### config.mk
export PLATFORM = sky130hd
export DESIGN_NAME = rl2_stream_adapter
export DESIGN_NICKNAME = d
export VERILOG_FILES = /design/src/rtl/rl2_pkg.sv /design/src/rtl/rl2_credit_gate.sv /design/src/rtl/rl2_beat_fifo.sv /design/src/rtl/rl2_np_gate.sv /design/src/rtl/rl2_stream_adapter.sv
export SDC_FILE = /design/constraint.sdc
export NUM_CORES = 1
export LEC_CHECK = 0
export ABC_CLOCK_PERIOD_IN_PS = 5600
export BUFFER_PORTS_ARGS = -buffer_cell sky130_fd_sc_hd__clkbuf_2
export CAP_MARGIN = 20
export CORE_MARGIN = 10
export CORE_UTILIZATION = 45
export DETAILED_ROUTE_END_ITERATION = 12
export MAX_ROUTING_LAYER = met4
export SLEW_MARGIN = 15
export SYNTH_ARGS = -nofsm -noshare
export SYNTH_HDL_FRONTEND = slang
export SYNTH_SLANG_ARGS = --single-unit
### constraint.sdc
create_clock -name clk -period 5.6 [get_ports clk]
set_clock_uncertainty 0.1 [all_clocks]
set_input_delay 0 -clock clk [delete_from_list [all_inputs] [get_ports clk]]
set_output_delay 0 -clock clk [all_outputs]
set_load 0.005 [all_outputs]
### src/rtl/rl2_pkg.sv
package rl2_pkg;

  typedef struct packed {
    logic sop;
    logic eop;
    logic err;
    logic np;
  } rl2_tag_t;

  localparam int TAG_W = 4;

  // Credit rule: slots already used plus grants still in flight plus the
  // requested margin must leave room for one more grant.
  function automatic logic rl2_may_open(int unsigned fill, int unsigned fly1,
                                        int unsigned fly2, int unsigned margin,
                                        int unsigned depth);
    return (fill + fly1 + fly2 + margin) < depth;
  endfunction

  // A head beat that opens a non-posted packet is held once the allowance
  // under an active mask has been used up.
  function automatic logic rl2_np_hold(logic mask, int unsigned used,
                                       int unsigned limit, rl2_tag_t head,
                                       logic nonempty);
    return mask && (used >= limit) && nonempty && head.sop && head.np;
  endfunction

endpackage

### src/rtl/rl2_credit_gate.sv
module rl2_credit_gate
  import rl2_pkg::*;
#(
  parameter int DEPTH  = 8,
  parameter int MARGIN = 0,
  localparam int CW    = $clog2(DEPTH + 1)
) (
  input  logic          clk,
  input  logic          rst,
  input  logic [CW-1:0] fill,
  input  logic          up_valid,
  output logic          up_ready,
  output logic          accept,
  output logic          proto_err
);

  logic run_q;
  logic rdy_d1;
  logic rdy_d2;

  always_ff @(posedge clk) begin
    if (rst) begin
      run_q  <= 1'b0;
      rdy_d1 <= 1'b0;
      rdy_d2 <= 1'b0;
    end else begin
      run_q  <= 1'b1;
      rdy_d1 <= up_ready;
      rdy_d2 <= rdy_d1;
    end
  end

  assign up_ready  = run_q && rl2_may_open(int'(fill), int'(rdy_d1), int'(rdy_d2),
                                           MARGIN, DEPTH);
  assign accept    = up_valid && rdy_d2 && !rst;
  assign proto_err = up_valid && !rdy_d2 && !rst;

  // no credit in the first cycle after reset was sampled
  assert_ready_quiet_R1: assert property (@(posedge clk)
    $past(rst) |-> !up_ready);

  // a stored beat always had credit two cycles earlier
  assert_accept_credit_R3: assert property (@(posedge clk) disable iff (rst)
    accept |-> $past(up_ready, 2));

  // a beat without credit is flagged
  assert_violation_flag_R3: assert property (@(posedge clk) disable iff (rst)
    (up_valid && !$past(up_ready, 2)) |-> proto_err);

endmodule

### src/rtl/rl2_beat_fifo.sv
module rl2_beat_fifo #(
  parameter int W     = 68,
  parameter int DEPTH = 8,
  localparam int AW   = $clog2(DEPTH),
  localparam int CW   = $clog2(DEPTH + 1)
) (
  input  logic          clk,
  input  logic          rst,
  input  logic          push,
  input  logic [W-1:0]  wdata,
  input  logic          pop,
  output logic [W-1:0]  rdata,
  output logic [CW-1:0] fill,
  output logic          nonempty
);

  logic [W-1:0]  mem [DEPTH];
  logic [AW-1:0] wp;
  logic [AW-1:0] rp;

  always_ff @(posedge clk) begin
    if (push) mem[wp] <= wdata;
  end

  always_ff @(posedge clk) begin
    if (rst) begin
      wp   <= '0;
      rp   <= '0;
      fill <= '0;
    end else begin
      if (push) wp <= wp + AW'(1);
      if (pop)  rp <= rp + AW'(1);
      unique case ({push, pop})
        2'b10:   fill <= fill + CW'(1);
        2'b01:   fill <= fill - CW'(1);
        default: fill <= fill;
      endcase
    end
  end

  assign rdata    = mem[rp];
  assign nonempty = (fill != '0);

  // a write never lands in a full buffer
  assert_no_overflow_R2: assert property (@(posedge clk) disable iff (rst)
    push |-> (fill < CW'(DEPTH)));

  // a read never happens from an empty buffer
  assert_no_underflow_R4: assert property (@(posedge clk) disable iff (rst)
    pop |-> nonempty);

endmodule

### src/rtl/rl2_np_gate.sv
module rl2_np_gate
  import rl2_pkg::*;
#(
  parameter int NP_LIMIT = 10,
  localparam int NW      = $clog2(NP_LIMIT + 1)
) (
  input  logic     clk,
  input  logic     rst,
  input  logic     mask,
  input  rl2_tag_t head,
  input  logic     nonempty,
  input  logic     dn_ready,
  output logic     dn_valid,
  output logic     pop
);

  logic [NW-1:0] used;
  logic          hold;
  logic          np_start_out;

  assign hold         = rl2_np_hold(mask, int'(used), NP_LIMIT, head, nonempty);
  assign dn_valid     = nonempty && !hold;
  assign pop          = dn_valid && dn_ready;
  assign np_start_out = pop && head.sop && head.np;

  always_ff @(posedge clk) begin
    if (rst || !mask)      used <= '0;
    else if (np_start_out) used <= used + NW'(1);
  end

  // the allowance count never passes the limit
  assert_np_bound_R6: assert property (@(posedge clk) disable iff (rst)
    used <= NW'(NP_LIMIT));

  // no non-posted start leaves under a mask once the allowance is used
  assert_np_stop_R6: assert property (@(posedge clk) disable iff (rst)
    (np_start_out && mask) |-> (used < NW'(NP_LIMIT)));

endmodule

### src/rtl/rl2_stream_adapter.sv
module rl2_stream_adapter
  import rl2_pkg::*;
#(
  parameter int DW       = 64,
  parameter int DEPTH    = 8,
  parameter int MARGIN   = 0,
  parameter int NP_LIMIT = 10
) (
  input  logic          clk,
  input  logic          rst,
  output logic          up_ready,
  input  logic          up_valid,
  input  logic [DW-1:0] up_data,
  input  logic          up_sop,
  input  logic          up_eop,
  input  logic          up_err,
  input  logic          up_np,
  output logic          proto_err,
  output logic          up_np_stop,
  output logic          dn_valid,
  input  logic          dn_ready,
  output logic [DW-1:0] dn_data,
  output logic          dn_sop,
  output logic          dn_eop,
  output logic          dn_err,
  output logic          dn_np,
  input  logic          np_mask
);

  localparam int W  = DW + TAG_W;
  localparam int CW = $clog2(DEPTH + 1);

  logic          accept;
  logic          pop;
  logic          nonempty;
  logic [CW-1:0] fill;
  logic [W-1:0]  wbeat;
  logic [W-1:0]  rbeat;
  rl2_tag_t      wtag;
  rl2_tag_t      rtag;

  assign wtag  = '{sop: up_sop, eop: up_eop, err: up_err, np: up_np};
  assign wbeat = {up_data, wtag};

  rl2_credit_gate #(.DEPTH(DEPTH), .MARGIN(MARGIN)) u_gate (
    .clk       (clk),
    .rst       (rst),
    .fill      (fill),
    .up_valid  (up_valid),
    .up_ready  (up_ready),
    .accept    (accept),
    .proto_err (proto_err)
  );

  rl2_beat_fifo #(.W(W), .DEPTH(DEPTH)) u_fifo (
    .clk      (clk),
    .rst      (rst),
    .push     (accept),
    .wdata    (wbeat),
    .pop      (pop),
    .rdata    (rbeat),
    .fill     (fill),
    .nonempty (nonempty)
  );

  assign rtag = rl2_tag_t'(rbeat[TAG_W-1:0]);

  rl2_np_gate #(.NP_LIMIT(NP_LIMIT)) u_np (
    .clk      (clk),
    .rst      (rst),
    .mask     (np_mask),
    .head     (rtag),
    .nonempty (nonempty),
    .dn_ready (dn_ready),
    .dn_valid (dn_valid),
    .pop      (pop)
  );

  assign dn_data    = rbeat[W-1:TAG_W];
  assign dn_sop     = rtag.sop;
  assign dn_eop     = rtag.eop;
  assign dn_err     = rtag.err;
  assign dn_np      = rtag.np;
  assign up_np_stop = np_mask;

  // an offered beat that is not taken stays offered and unchanged
  assert_hold_R5: assert property (@(posedge clk) disable iff (rst)
    (dn_valid && !dn_ready) |=> (dn_valid && $stable(dn_data) && $stable(dn_sop)
                                 && $stable(dn_eop) && $stable(dn_err)));

  // a beat stored into an empty buffer is offered on the next cycle
  assert_fast_path_R9: assert property (@(posedge clk) disable iff (rst)
    (accept && !nonempty && !(up_sop && up_np && np_mask)) |=> dn_valid);

endmodule

### Word level (Yosys, flattened, before mapping)

Memory sizes are Yosys's and may differ from the RTL's. A register that Yosys moved wholly into a read port is not among the register bits.
Cells that the tools add are included.
W data, S select, Z words.

| operators by class | value |
|---|---|
| reduce and logical (&&, ||, !) cells | 20 |
| $add $sub $neg | 7 |
| multiplexer cells | 6 |
| magnitude comparators | 2 |
| equal/unequal tests | 2 |

Operator list:

| kind | number |
|---|---|
| $add A32 B1 Y32 | 1 |
| $lt A32 B4 Y1 const B | 1 |
| $logic_and A1 B1 Y1 | 13 |
| $add A4 B1 Y4 const B | 2 |
| $pmux W4 S2 | 1 |
| $add A3 B1 Y3 const B | 2 |
| $mux W3 | 2 |
| $add A4 B1 Y5 | 1 |
| $ge A4 B4 Y1 const B | 1 |
| $logic_not A1 Y1 | 4 |
| $reduce_bool A4 Y1 | 1 |
| $sub A4 B1 Y4 const B | 1 |
| $mux W1 | 3 |
| $eq A2 B1 Y1 const B | 1 |
| $eq A2 B2 Y1 const B | 1 |
| $reduce_bool A2 Y1 | 1 |
| $logic_or A1 B1 Y1 | 1 |

| storage, ports and cells | value |
|---|---|
| flip-flop bits (word level) | 17 |
| output and inout port bits | 72 |
| RAM bits | 544 |
| input port bits | 73 |
| logic and storage cells | 45 |
| memories kept | 1 |

Memories:

| memory | depth | bits a word | read ports | clocked after memory_dff | wr ports | line | source |
|---|---|---|---|---|---|---|---|
| u_fifo.mem | 8 | 68 | 1 | 1 | 1 | rl2_beat_fifo.sv:17 | `logic [W-1:0] mem [DEPTH];` |

### Logic depth before layout (Yosys ltp)

| depth | value |
|---|---|
| word-level depth | 10 |
| mapped depth | 11 |

### Modules after synthesis

From an unflattened synthesis, not the netlist that was laid out.

| second synthesis, totals | value |
|---|---|
| cell total of the unflattened synthesis | 896 |
| area total of the unflattened synthesis | 21371.7 um^2 |

By module, submodules not included:

| module | cells each | area each (um^2) | times used | sequential area each (um^2) |
|---|---|---|---|---|
| rl2_beat_fifo | 856 | 20995.1 | 1 | 16595.9 |
| rl2_np_gate | 27 | 237.7 | 1 | 80.1 |
| rl2_credit_gate | 12 | 131.4 | 1 | 60.1 |
| rl2_stream_adapter | 1 | 7.5 | 1 | 0.0 |

### Least setup slack after synthesis

Ideal clock, no wire load.

| timing | value |
|---|---|
| path type | reg2reg |
| start | register u_gate.rdy_d2 |
| end | memory u_fifo.mem[0][0] (enable) |
| clock period less this slack | 5.972 ns |
| data arrival time | 5.294 ns |
| required time | 4.922 ns |
| path slack | -0.372 ns |
| stages on the path, launching flop included | 4 |
| library setup time | 0.578 ns |
| cells stage by stage | dfxtp_1 and3_1 nand2b_1 nor3_1 |

| on the way | value |
|---|---|
| word-level cells in the longest chain between the ends | 4 |

Ends and longest elaborated chain:

| what | line | source |
|---|---|---|
| start: declaration | rl2_credit_gate.sv:19 | `logic rdy_d2;` |
| start signal: assignment | rl2_credit_gate.sv:29 | `rdy_d2 <= rdy_d1;` |
| $logic_and A1 B1 Y1 (2 in a row) | rl2_credit_gate.sv:35 | `assign accept = up_valid && rdy_d2 && !rst;` |
| $mux W1 | rl2_beat_fifo.sv:22 | `if (push) mem[wp] <= wdata;` |
| $mux W1 (implied by the code) | rl2_beat_fifo.sv:22 |  |
| end: declaration | rl2_beat_fifo.sv:17 |  |

Every way passes these cells.

==> results.json <==
{
  "status": "finished clean",
  "synthArstFlopShare_pct": 0,
  "ys_ff_latch": 564,
  "fin_nets": 1236,
  "cts_resized": 0,
  "wl_per_cell_um": 23.7,
  "ios": 145,
  "syn_nets": 980,
  "synth-simple-area-share_pct": 0.996,
  "worstSetupStartpointType": "register",
  "synth_top_family_by_area": "multiplexers",
  "area_growth_pct": 19.4,
  "end_kind": "primary output",
  "worstPathMaxFanout": 42,
  "hpwl_mm": 23.0,
  "grt_setup_unrepaired": "no",
  "grt_pass1_vias": 10600,
  "drtIter0Drc": 645,
  "netlist.area_leader.share_pct": 76.5,
  "path_cells": "buf_4 -> buf_4 -> mux4_2 -> mux2_2 -> clkbuf_2",
  "slew_headroom_pct": 29.5,
  "cts_tree": "done",
  "fin_cells": 1811,
  "hp-class": "input port to register",
  "synth_edf_count": 544,
  "powerDensity_mw_per_mm2": 337,
  "vias": 9757,
  "clock_sinks": 564,
  "crit_required_ps": 5500,
  "clock.fmax_ghz": 0.265,
  "dieArea_mm2": 0.0566,
  "dr.pass1.iters": 5,
  "critPathTopFamily": "buffers and inverters",
  "path_clk_slew_ps": 60,
  "dp_slack_ps": 2090,
  "cp_num_buf_inv": 3,
  "final_hold_viol_count": 0,
  "numCtsBuffers": 57,
  "vdd_drop_max_mv": 0.215,
  "fin_area_mm2": 0.0255,
  "placed_area_mm2": 0.0229,
  "cp_common_cell": "buf_4",
  "cp_slowest_stage_delay_ps": 820,
  "yosysMostFrequentCell": "edfxtp_1",
  "setup_ws_ps": 1820,
  "die_x_um": 238,
  "die_h_um": 238,
  "synth_area_leaders": "edfxtp_1, mux4_2, mux2_2",
  "post_cts.repair.setup_buffers": 0,
  "synth_fa_ha_area_share_pct": 0.621,
  "timing.final.crit_share_pct": 67.4,
  "min_from": "up_data[50]",
  "ys_warn_count": 0,
  "tns_ps": 0,
  "drv_slew": 0,
  "root_buffer": "clkbuf_16",
  "clock_latency_ps": 600,
  "worst_pin_slew_ps": 1050,
  "synthXorXnorAreaFrac_pct": 0.328,
  "via_per_inst": 5.39,
  "synth-main-ff-cell": "edfxtp_1",
  "port_buffers": 144,
  "start_util_pct": 45.7,
  "r2r_slack_ps": 2130,
  "synthCells": 897,
  "antenna_left": 0,
  "grtUsageTotal_pct": 15.7,
  "synth_area_leader_cell": "edfxtp_1",
  "num_rows": 79,
  "synth_area_mm2": 0.0214,
  "setup_viol": 0,
  "drive_above_1_share_pct": 39.0,
  "ctsLongestPathBuffers": 3,
  "crit_slowest_cell": "dfxtp_4",
  "syn_avg_cell_area_um2": 23.8,
  "worst_ep_arrival_time_ps": 3680,
  "grt_pass1_wl_mm": 65.6,
  "max_cap_viol_count": 0,
  "grt_antenna_before_repair": 3,
  "core_area_mm2": 0.0468,
  "gp_congestion": 0.705,
  "synthMuxAreaShare_pct": 18.0,
  "synth_common_cells": "edfxtp_1, mux4_2, mux2_2",
  "grt_max_degree": 59,
  "path_class": "register to primary output",
  "post-route-drc-count": 0,
  "dp.cells": 1627,
  "seq_area_frac_synth_pct": 78.4,
  "h-tree-depth": 2,
  "post-route-util_pct": 54.5,
  "routed_wl_mm": 42.8,
  "synth_compound_area_share_pct": 0.721,
  "fin_crit_ps": 3780,
  "grt_overflow_total": 0,
  "cellLeakagePower_uw": 0.00814,
  "ys_types": 41
}
[path summary, 6_finish.rpt]
check / to / depth (start not counted)
min: u_fifo.mem[7][54] / 2
max: dn_data[2] / 5
min reg2reg: u_gate.rdy_d2 / 1
max reg2reg: u_fifo.fill[3] / 10
[flip-flops by register name, summed over array words and instances, names as in the netlist, named ones only]
signal,flops
u_gate.rdy_d2,1
u_np.used,4
u_fifo.wp,3
u_gate.run_q,1
u_fifo.rp,3
u_fifo.mem,544
u_gate.rdy_d1,1
u_fifo.fill,4
[layout by cell type (no fill, tap or decap), types with 2 or more instances in the layout]
master	count
dfxtp_4	3
inv_6	2
edfxtp_1	544
nor3b_1	3
nand3_1	3
bufinv_16	4
buf_4	16
xor2_1	3
buf_12	4
xnor2_1	5
clkbuf_16	59
clkinvlp_4	2
clkinv_2	17
mux2_2	66
nor2_4	6
a31oi_1	3
clkinv_1	12
clkbuf_2	144
dfxtp_1	17
nand2_1	8
mux2_4	2
nor3_4	2
ha_1	9
nand2b_1	3
inv_1	7
dlygate4sd3_1	73
a21oi_1	5
mux4_2	136
clkbuf_1	10
nor2_1	12
diode_2	3
[power by group]
part	switching, µW	internal (µW)
combinational	141	160
sequential	13.8	4630
clock	1540	2100
total	1690	6890
[repair_timing]
action | 4_1_cts | 5_1_grt
endpoints found under the setup margin | 0 | 0
hold endpoints to repair | 564 | 0
hold buffers | 73 | 0
[stage by stage]
| stage | hold WS, ps | total power (µW) |
|---|---|---|
| finish | 121 | 8590 |
| CTS | 83.1 | 8680 |
| floorplan | -28.4 | 4880 |
| detailed placement | 113 | 5000 |
| global placement | 110 | 4990 |
| global route | 123 | 8870 |
[layout make-up]
type / instances / area [µm²]
clock buffer: 69 / 1510
clock inverter: 38 / 292
inverter: 7 / 26.3
antenna: 3 / 7.51
multi-input combinational: 285 / 4470
fill: 3564 / 21300
tap: 607 / 759
sequential: 564 / 16700
timing repair buffer: 238 / 1680
[cell families (layout without fill, tap and decap cells)]
| kind of cell | Yosys count | in the layout |
|---|---|---|
| AO/OA/AOI/OAI | 19 | 19 |
| XOR/XNOR | 8 | 8 |
| adder cells (fa/ha/maj) | 10 | 10 |
| buffers and inverters | 48 | 352 |
| flip-flops | 564 | 564 |
| multiplexers | 204 | 204 |
| other | 0 | 3 |
| AND/OR/NAND/NOR | 44 | 44 |
[per-layer routing]
| layer | track usage [%] | part of all wire (%) | vias to the layer above |
|---|---|---|---|
| met4 | 4.49 | 1.7 | 0 |
| met5 | - | 0 | - |
| met2 | 24.6 | 49 | 179 |
| met1 | 21.0 | 46 | 5182 |
| li1 | - | - | 4330 |
| met3 | 2.66 | 3.9 | 66 |
Note: power is estimated with default switching activity, not from simulation.
